### src/rtl/adc_oif_pkg.sv
package adc_oif_pkg;

  typedef enum logic [1:0] {
    MODE_RUN   = 2'd0,
    MODE_SLEEP = 2'd1,
    MODE_PDOWN = 2'd2
  } oif_mode_e;

  // power-down outranks sleep
  function automatic oif_mode_e pick_mode(input logic sleep_i, input logic pd_i);
    if (pd_i)         return MODE_PDOWN;
    else if (sleep_i) return MODE_SLEEP;
    else              return MODE_RUN;
  endfunction

endpackage

### src/rtl/adc_oif_valid.sv
module adc_oif_valid
  import adc_oif_pkg::*;
#(
  parameter int LAT = 5
) (
  input  logic      clk,
  input  logic      rst_n,
  input  logic      smp_valid,
  input  oif_mode_e mode,
  output logic      load_word,
  output logic      dvalid
);
  localparam int DEPTH = LAT - 1;

  logic [DEPTH-1:0] vchain;
  logic             tail_v;

  assign tail_v    = vchain[DEPTH-1];
  assign load_word = tail_v && (mode == MODE_RUN);

  always_ff @(posedge clk) begin
    if (!rst_n) begin
      vchain <= '0;
      dvalid <= 1'b0;
    end else begin
      if (mode != MODE_RUN) vchain <= '0;
      else                  vchain <= {vchain[DEPTH-2:0], smp_valid};
      dvalid <= load_word;
    end
  end

  // a fresh word on the bus came out of the tail stage one edge earlier
  a_r3_valid_from_tail: assert property (@(posedge clk) disable iff (!rst_n)
    dvalid |-> $past(tail_v));

  // any non-run mode empties the sample chain
  a_r7_chain_flush: assert property (@(posedge clk) disable iff (!rst_n)
    (mode != MODE_RUN) |=> (vchain == '0));
endmodule

### src/rtl/adc_oif_lane.sv
module adc_oif_lane #(
  parameter int W     = 10,
  parameter int DEPTH = 4
) (
  input  logic         clk,
  input  logic         rst_n,
  input  logic [W-1:0] code_in,
  output logic [W-1:0] code_tail
);
  logic [W-1:0] stage [DEPTH];

  generate
    for (genvar g = 0; g < DEPTH; g++) begin : g_stage
      always_ff @(posedge clk) begin
        if (!rst_n)      stage[g] <= '0;
        else if (g == 0) stage[g] <= code_in;
        else             stage[g] <= stage[(g == 0) ? 0 : g-1];
      end
    end
  endgenerate

  assign code_tail = stage[DEPTH-1];
endmodule

### src/rtl/adc_oif_out.sv
module adc_oif_out
  import adc_oif_pkg::*;
#(
  parameter int W = 10
) (
  input  logic         clk,
  input  logic         rst_n,
  input  oif_mode_e    mode,
  input  logic         fmt_tc,
  input  logic         load_word,
  input  logic [W-1:0] code_tail,
  output logic [W-1:0] dout
);
  localparam logic [W-1:0] MSB_MASK = {1'b1, {(W-1){1'b0}}};

  // two's complement from offset binary: flip the top bit only
  function automatic logic [W-1:0] recode(input logic [W-1:0] ob, input logic tc);
    return tc ? (ob ^ MSB_MASK) : ob;
  endfunction

  logic [W-1:0] raw_q;
  logic [W-1:0] dout_q;
  logic         frozen;

  assign frozen = (mode == MODE_PDOWN);
  assign dout   = dout_q;

  always_ff @(posedge clk) begin
    if (!rst_n) begin
      raw_q  <= '0;
      dout_q <= '0;
    end else if (!frozen) begin
      if (load_word) begin
        raw_q  <= code_tail;
        dout_q <= recode(code_tail, fmt_tc);
      end else begin
        dout_q <= recode(raw_q, fmt_tc);
      end
    end
  end

  // power-down leaves the output word untouched
  a_r6_pd_freeze: assert property (@(posedge clk) disable iff (!rst_n)
    frozen |=> $stable(dout_q));

  // coding never alters the low bits of the stored word
  a_r2_low_bits: assert property (@(posedge clk) disable iff (!rst_n)
    (!frozen && !load_word) |=> (dout_q[W-2:0] == $past(raw_q[W-2:0])));
endmodule

### src/rtl/adc_oif_top.sv
module adc_oif_top
  import adc_oif_pkg::*;
#(
  parameter int CODE_W = 10,
  parameter int LAT    = 5
) (
  input  logic              clk,
  input  logic              rst_n,
  input  logic              smp_valid,
  input  logic [CODE_W-1:0] code_a,
  input  logic [CODE_W-1:0] code_b,
  input  logic              fmt_tc,
  input  logic              oe_n,
  input  logic              sleep,
  input  logic              pd,
  output logic [CODE_W-1:0] data_a,
  output logic [CODE_W-1:0] data_b,
  output logic [CODE_W-1:0] drv_a,
  output logic [CODE_W-1:0] drv_b,
  output logic              data_valid
);
  localparam int DEPTH = LAT - 1;
  localparam int NLANE = 2;

  oif_mode_e         mode;
  logic              load_word;
  logic [CODE_W-1:0] lane_in   [NLANE];
  logic [CODE_W-1:0] lane_tail [NLANE];
  logic [CODE_W-1:0] lane_out  [NLANE];

  assign mode       = pick_mode(sleep, pd);
  assign lane_in[0] = code_a;
  assign lane_in[1] = code_b;

  adc_oif_valid #(.LAT(LAT)) u_valid (
    .clk       (clk),
    .rst_n     (rst_n),
    .smp_valid (smp_valid),
    .mode      (mode),
    .load_word (load_word),
    .dvalid    (data_valid)
  );

  generate
    for (genvar l = 0; l < NLANE; l++) begin : g_lane
      adc_oif_lane #(.W(CODE_W), .DEPTH(DEPTH)) u_pipe (
        .clk       (clk),
        .rst_n     (rst_n),
        .code_in   (lane_in[l]),
        .code_tail (lane_tail[l])
      );
      adc_oif_out #(.W(CODE_W)) u_out (
        .clk       (clk),
        .rst_n     (rst_n),
        .mode      (mode),
        .fmt_tc    (fmt_tc),
        .load_word (load_word),
        .code_tail (lane_tail[l]),
        .dout      (lane_out[l])
      );
    end
  endgenerate

  assign data_a = lane_out[0];
  assign data_b = lane_out[1];
  assign drv_a  = {CODE_W{~oe_n}};
  assign drv_b  = {CODE_W{~oe_n}};

  // disabled drivers on both buses
  a_r5_oe_off: assert property (@(posedge clk) disable iff (!rst_n)
    oe_n |-> (drv_a == '0 && drv_b == '0));

  // no fresh word after an edge in sleep or power-down
  a_r7_quiet: assert property (@(posedge clk) disable iff (!rst_n)
    (sleep || pd) |=> !data_valid);

  // with both levels high, both buses hold
  a_r9_pd_wins: assert property (@(posedge clk) disable iff (!rst_n)
    (pd && sleep) |=> ($stable(data_a) && $stable(data_b)));
endmodule

### config.mk
export PLATFORM = sky130hd
export DESIGN_NAME = adc_oif_top
export DESIGN_NICKNAME = d
export VERILOG_FILES = /design/src/rtl/adc_oif_pkg.sv /design/src/rtl/adc_oif_valid.sv /design/src/rtl/adc_oif_lane.sv /design/src/rtl/adc_oif_out.sv /design/src/rtl/adc_oif_top.sv
export SDC_FILE = /design/constraint.sdc
export NUM_CORES = 1
export LEC_CHECK = 0
export ABC_AREA = 1
export BUFFER_PORTS_ARGS = -buffer_cell sky130_fd_sc_hd__buf_4
export CORE_UTILIZATION = 50
export CTS_BUF_LIST = sky130_fd_sc_hd__clkbuf_2
export CTS_CLUSTER_SIZE = 16
export DETAILED_ROUTE_END_ITERATION = 6
export GPL_TIMING_DRIVEN = 0
export PLACE_DENSITY = 0.75
export SYNTH_ARGS = -nofsm -noshare
export SYNTH_HDL_FRONTEND = slang
export SYNTH_SLANG_ARGS = --single-unit
### constraint.sdc
create_clock -name clk -period 0.85 [get_ports clk]
set_input_delay 0.1275 -clock clk [delete_from_list [all_inputs] [get_ports clk]]
set_output_delay 0.1275 -clock clk [all_outputs]
set_load 0.01 [all_outputs]
==> flow_summary.toml <==
[die]
ios = 68
initial_core_util = 0.519
fp.dieH_um = 94.4
rows = 33
die_area_um2 = 8910
core_area_um2 = 8220
die_x_um = 94.4

[timing]
fmax_ghz = 0.773
finalClockSkew_ns = 0.0343
tightest_slew_ns = 0.748
timing.hold.ws_ns = -0.0650
min_period_ns = 1.29
relSlewSlack = 0.502
rsz0062_at_grt = "true"
hold_viol = 1
finalCritPeriodShare = 1.52
setup_viol = 66
final_max_slew_viol_count = 0
setup_slack_ns = -0.443

[setup_path]
cp_max_fo = 2
critPathTopFamily = "flip-flops"
max_stage_delay_ns = 0.37
crit_chain = "buf_6"
end_kind = "output port"
worst_setup_path_start_kind = "flip-flop"
path_buf_inv = 1
crit_type = "reg -> out"
cp.arrival_ns = 1.17
slowest_stage = "dfxtp_2"
worstPathRequired_ns = 0.72

[detailed_routing]
postRouteAntennaNets = 0
firstDrtPassIters = 4
vias = 3515
wl_mm = 9.76
wl_per_cell_um = 12.5
remaining_drc_errors = 0
drt_first_iter_violations = 130
routed_via_density = 4.51

[synth]
synthAdderAreaFrac = 0
avgSynthCellArea_um2 = 8.13
yosysTopAreaCellShare = 0.587
syn_inst = 525
yosysWarningCount = 0
synthTopCellsByArea = "dfxtp_1 59%, nand2_1 12%, inv_1 10%"
synthesis.area_um2 = 4270
syn_nets = 552
ys_ff_latch = 125
synthMuxAreaShare = 0
synth-compound-area-share = 0.0258
synth_top_family_by_area = "simple AND/OR/NAND/NOR gates"
synth.distinct_cells = 16
yosys.area_share.xor_xnor = 0
yosysTopAreaCell = "dfxtp_1"
yosysSeqAreaShare = 0.587
synthSimpleGateAreaFrac = 0.218

[flow_run]
maxCapViolCount = 0

[place]
place.gp.congestion = 0.750
io_buffer_count = 67
dp.final_hpwl_mm = 4.66

[clock_tree]
clk_latency_ns = 0.68
cts.sinks = 125
cts_tree = "done"
h-tree-depth = 4
cts_buffer_depth = 2
clk_pin_slew_ns = 0.21
cts_root_buf = "clkbuf_2"
cts_buffers = 17

[global_routing]
first_global_vias = 3215
antenna_found_initial = 0
track_usage = 0.208
grt_max_degree = 17
grt_pass1_wl_mm = 14.0
overflow = 0

[power_and_ir_drop]
total_power_mw = 11.6
ir_worst_vdd_uv = 1190
p_per_area_nw_per_um2 = 1820
p_leak_nw = 3.41

[run_status]
violations = "negative hold slack, negative setup slack"
status = "finished with violations"

[cells_and_area]
area_growth_pct = 50.2
n_antenna_cell = 0
fill_cells = 521
drive_gt1_frac = 0.403
fin_nets = 689

[min_path]
min_path_type = "in -> reg"
-- kinds of logic (layout without fill, tap and decap cells) --
kind of cell           Yosys count  count (layout)
AND/OR/NAND/NOR                222             222
buffers and inverters          156             306
flip-flops                     125             125
AO/OA/AOI/OAI                   22              22
-- cell usage in the layout, fill, tap and decap left out, types with 19 or more instances in the layout --
cell	instances
inv_1	109
nand2_1	107
dfxtp_1	102
buf_4	69
nor2_1	44
buf_6	34
dlygate4sd3_1	30
dfxtp_2	23
nand3_2	22
a21oi_2	19
-- path summary, 6_finish.rpt --
kind / from / end / slack [ns] / cells after the start
worst max-delay path: g_lane[1].u_out.dout[9] / data_b[9] / -0.44 / 1
worst min-delay path: pd / g_lane[0].u_out.raw_q[0] / -0.06 / 5
worst max register to register: u_valid.vchain[3] / g_lane[1].u_out.dout[1] / -0.39 / 8
worst min register to register: g_lane[0].u_pipe.stage[2][1] / g_lane[0].u_pipe.stage[3][1] / 0.40 / 2
-- stage by stage --
step           setup TNS (ns)  cells  cell area, µm²  utilization  setup WS, ns
5_1_grt                -20.98    780            6410        0.780        -0.545
4_1_cts                -18.45    773            6120        0.745        -0.465
6_report               -18.78    780            6410        0.780        -0.443
2_1_floorplan          -0.706    525            4280            -       -0.0563
3_5_place_dp           -11.66    697            4910        0.598        -0.266
3_3_place_gp           -10.39    697            4910        0.598        -0.257
-- layout make-up --
| class | count | area [µm²] | share of cell area |
|---|---|---|---|
| Sequential cell | 125 | 2530 | 0.395 |
| Multi-Input combinational cell | 244 | 1540 | 0.241 |
| Timing Repair Buffer | 115 | 1110 | 0.173 |
| Inverter | 114 | 434 | 0.0677 |
| Buffer | 42 | 332 | 0.0517 |
| Clock inverter | 15 | 219 | 0.0342 |
| Tap cell | 105 | 131 | 0.0205 |
| Clock buffer | 17 | 85.1 | 0.0133 |
| Timing Repair inverter | 3 | 22.5 | 0.00351 |
-- state kept, by name, summed over array words and instances (netlist names) --
name and cells:
g_lane.u_pipe.stage 80, g_lane.u_out.dout 20, g_lane.u_out.raw_q 20, u_valid.vchain 4, u_valid.dvalid 1
-- cell usage after synthesis --
cell,instances
a21oi_1,20
buf_1,1
buf_12,1
buf_2,13
buf_4,20
buf_6,4
clkbuf_1,3
dfxtp_1,125
inv_1,114
nand2_1,136
nand2_2,1
nand3_1,29
nand3_2,9
nor2_1,46
nor2_2,1
o21ai_0,2
-- power by group --
part           switching, mW  internal, mW
Sequential            0.0710          6.05
Clock                   2.22          2.22
Combinational          0.515         0.556
-- per-layer routing --
layer | global-route usage | share of wire | vias to the layer above
met3 | 0.0717 | 0.054 | 27
met1 | 0.216 | 0.39 | 1573
met4 | 0.0885 | 0.026 | 0
met2 | 0.379 | 0.53 | 137
li1 | - | - | 1778
met5 | 0 | 0 | -
-- worst min-delay path: stages --
cell	delay, ns
buf_4	0.11
nor2_4	0.05
buf_6	0.14
nand3_4	0.10
a21oi_2	0.05
-- repair_timing --
item,CTS,global route
setup buffers,11,5
pin swaps,26,27
endpoints found under the setup margin,75,89
hold buffers,29,3
cloned,4,2
gates resized for setup,135,57
hold endpoints to repair,50,24
Power figures use the tool's default switching activity.
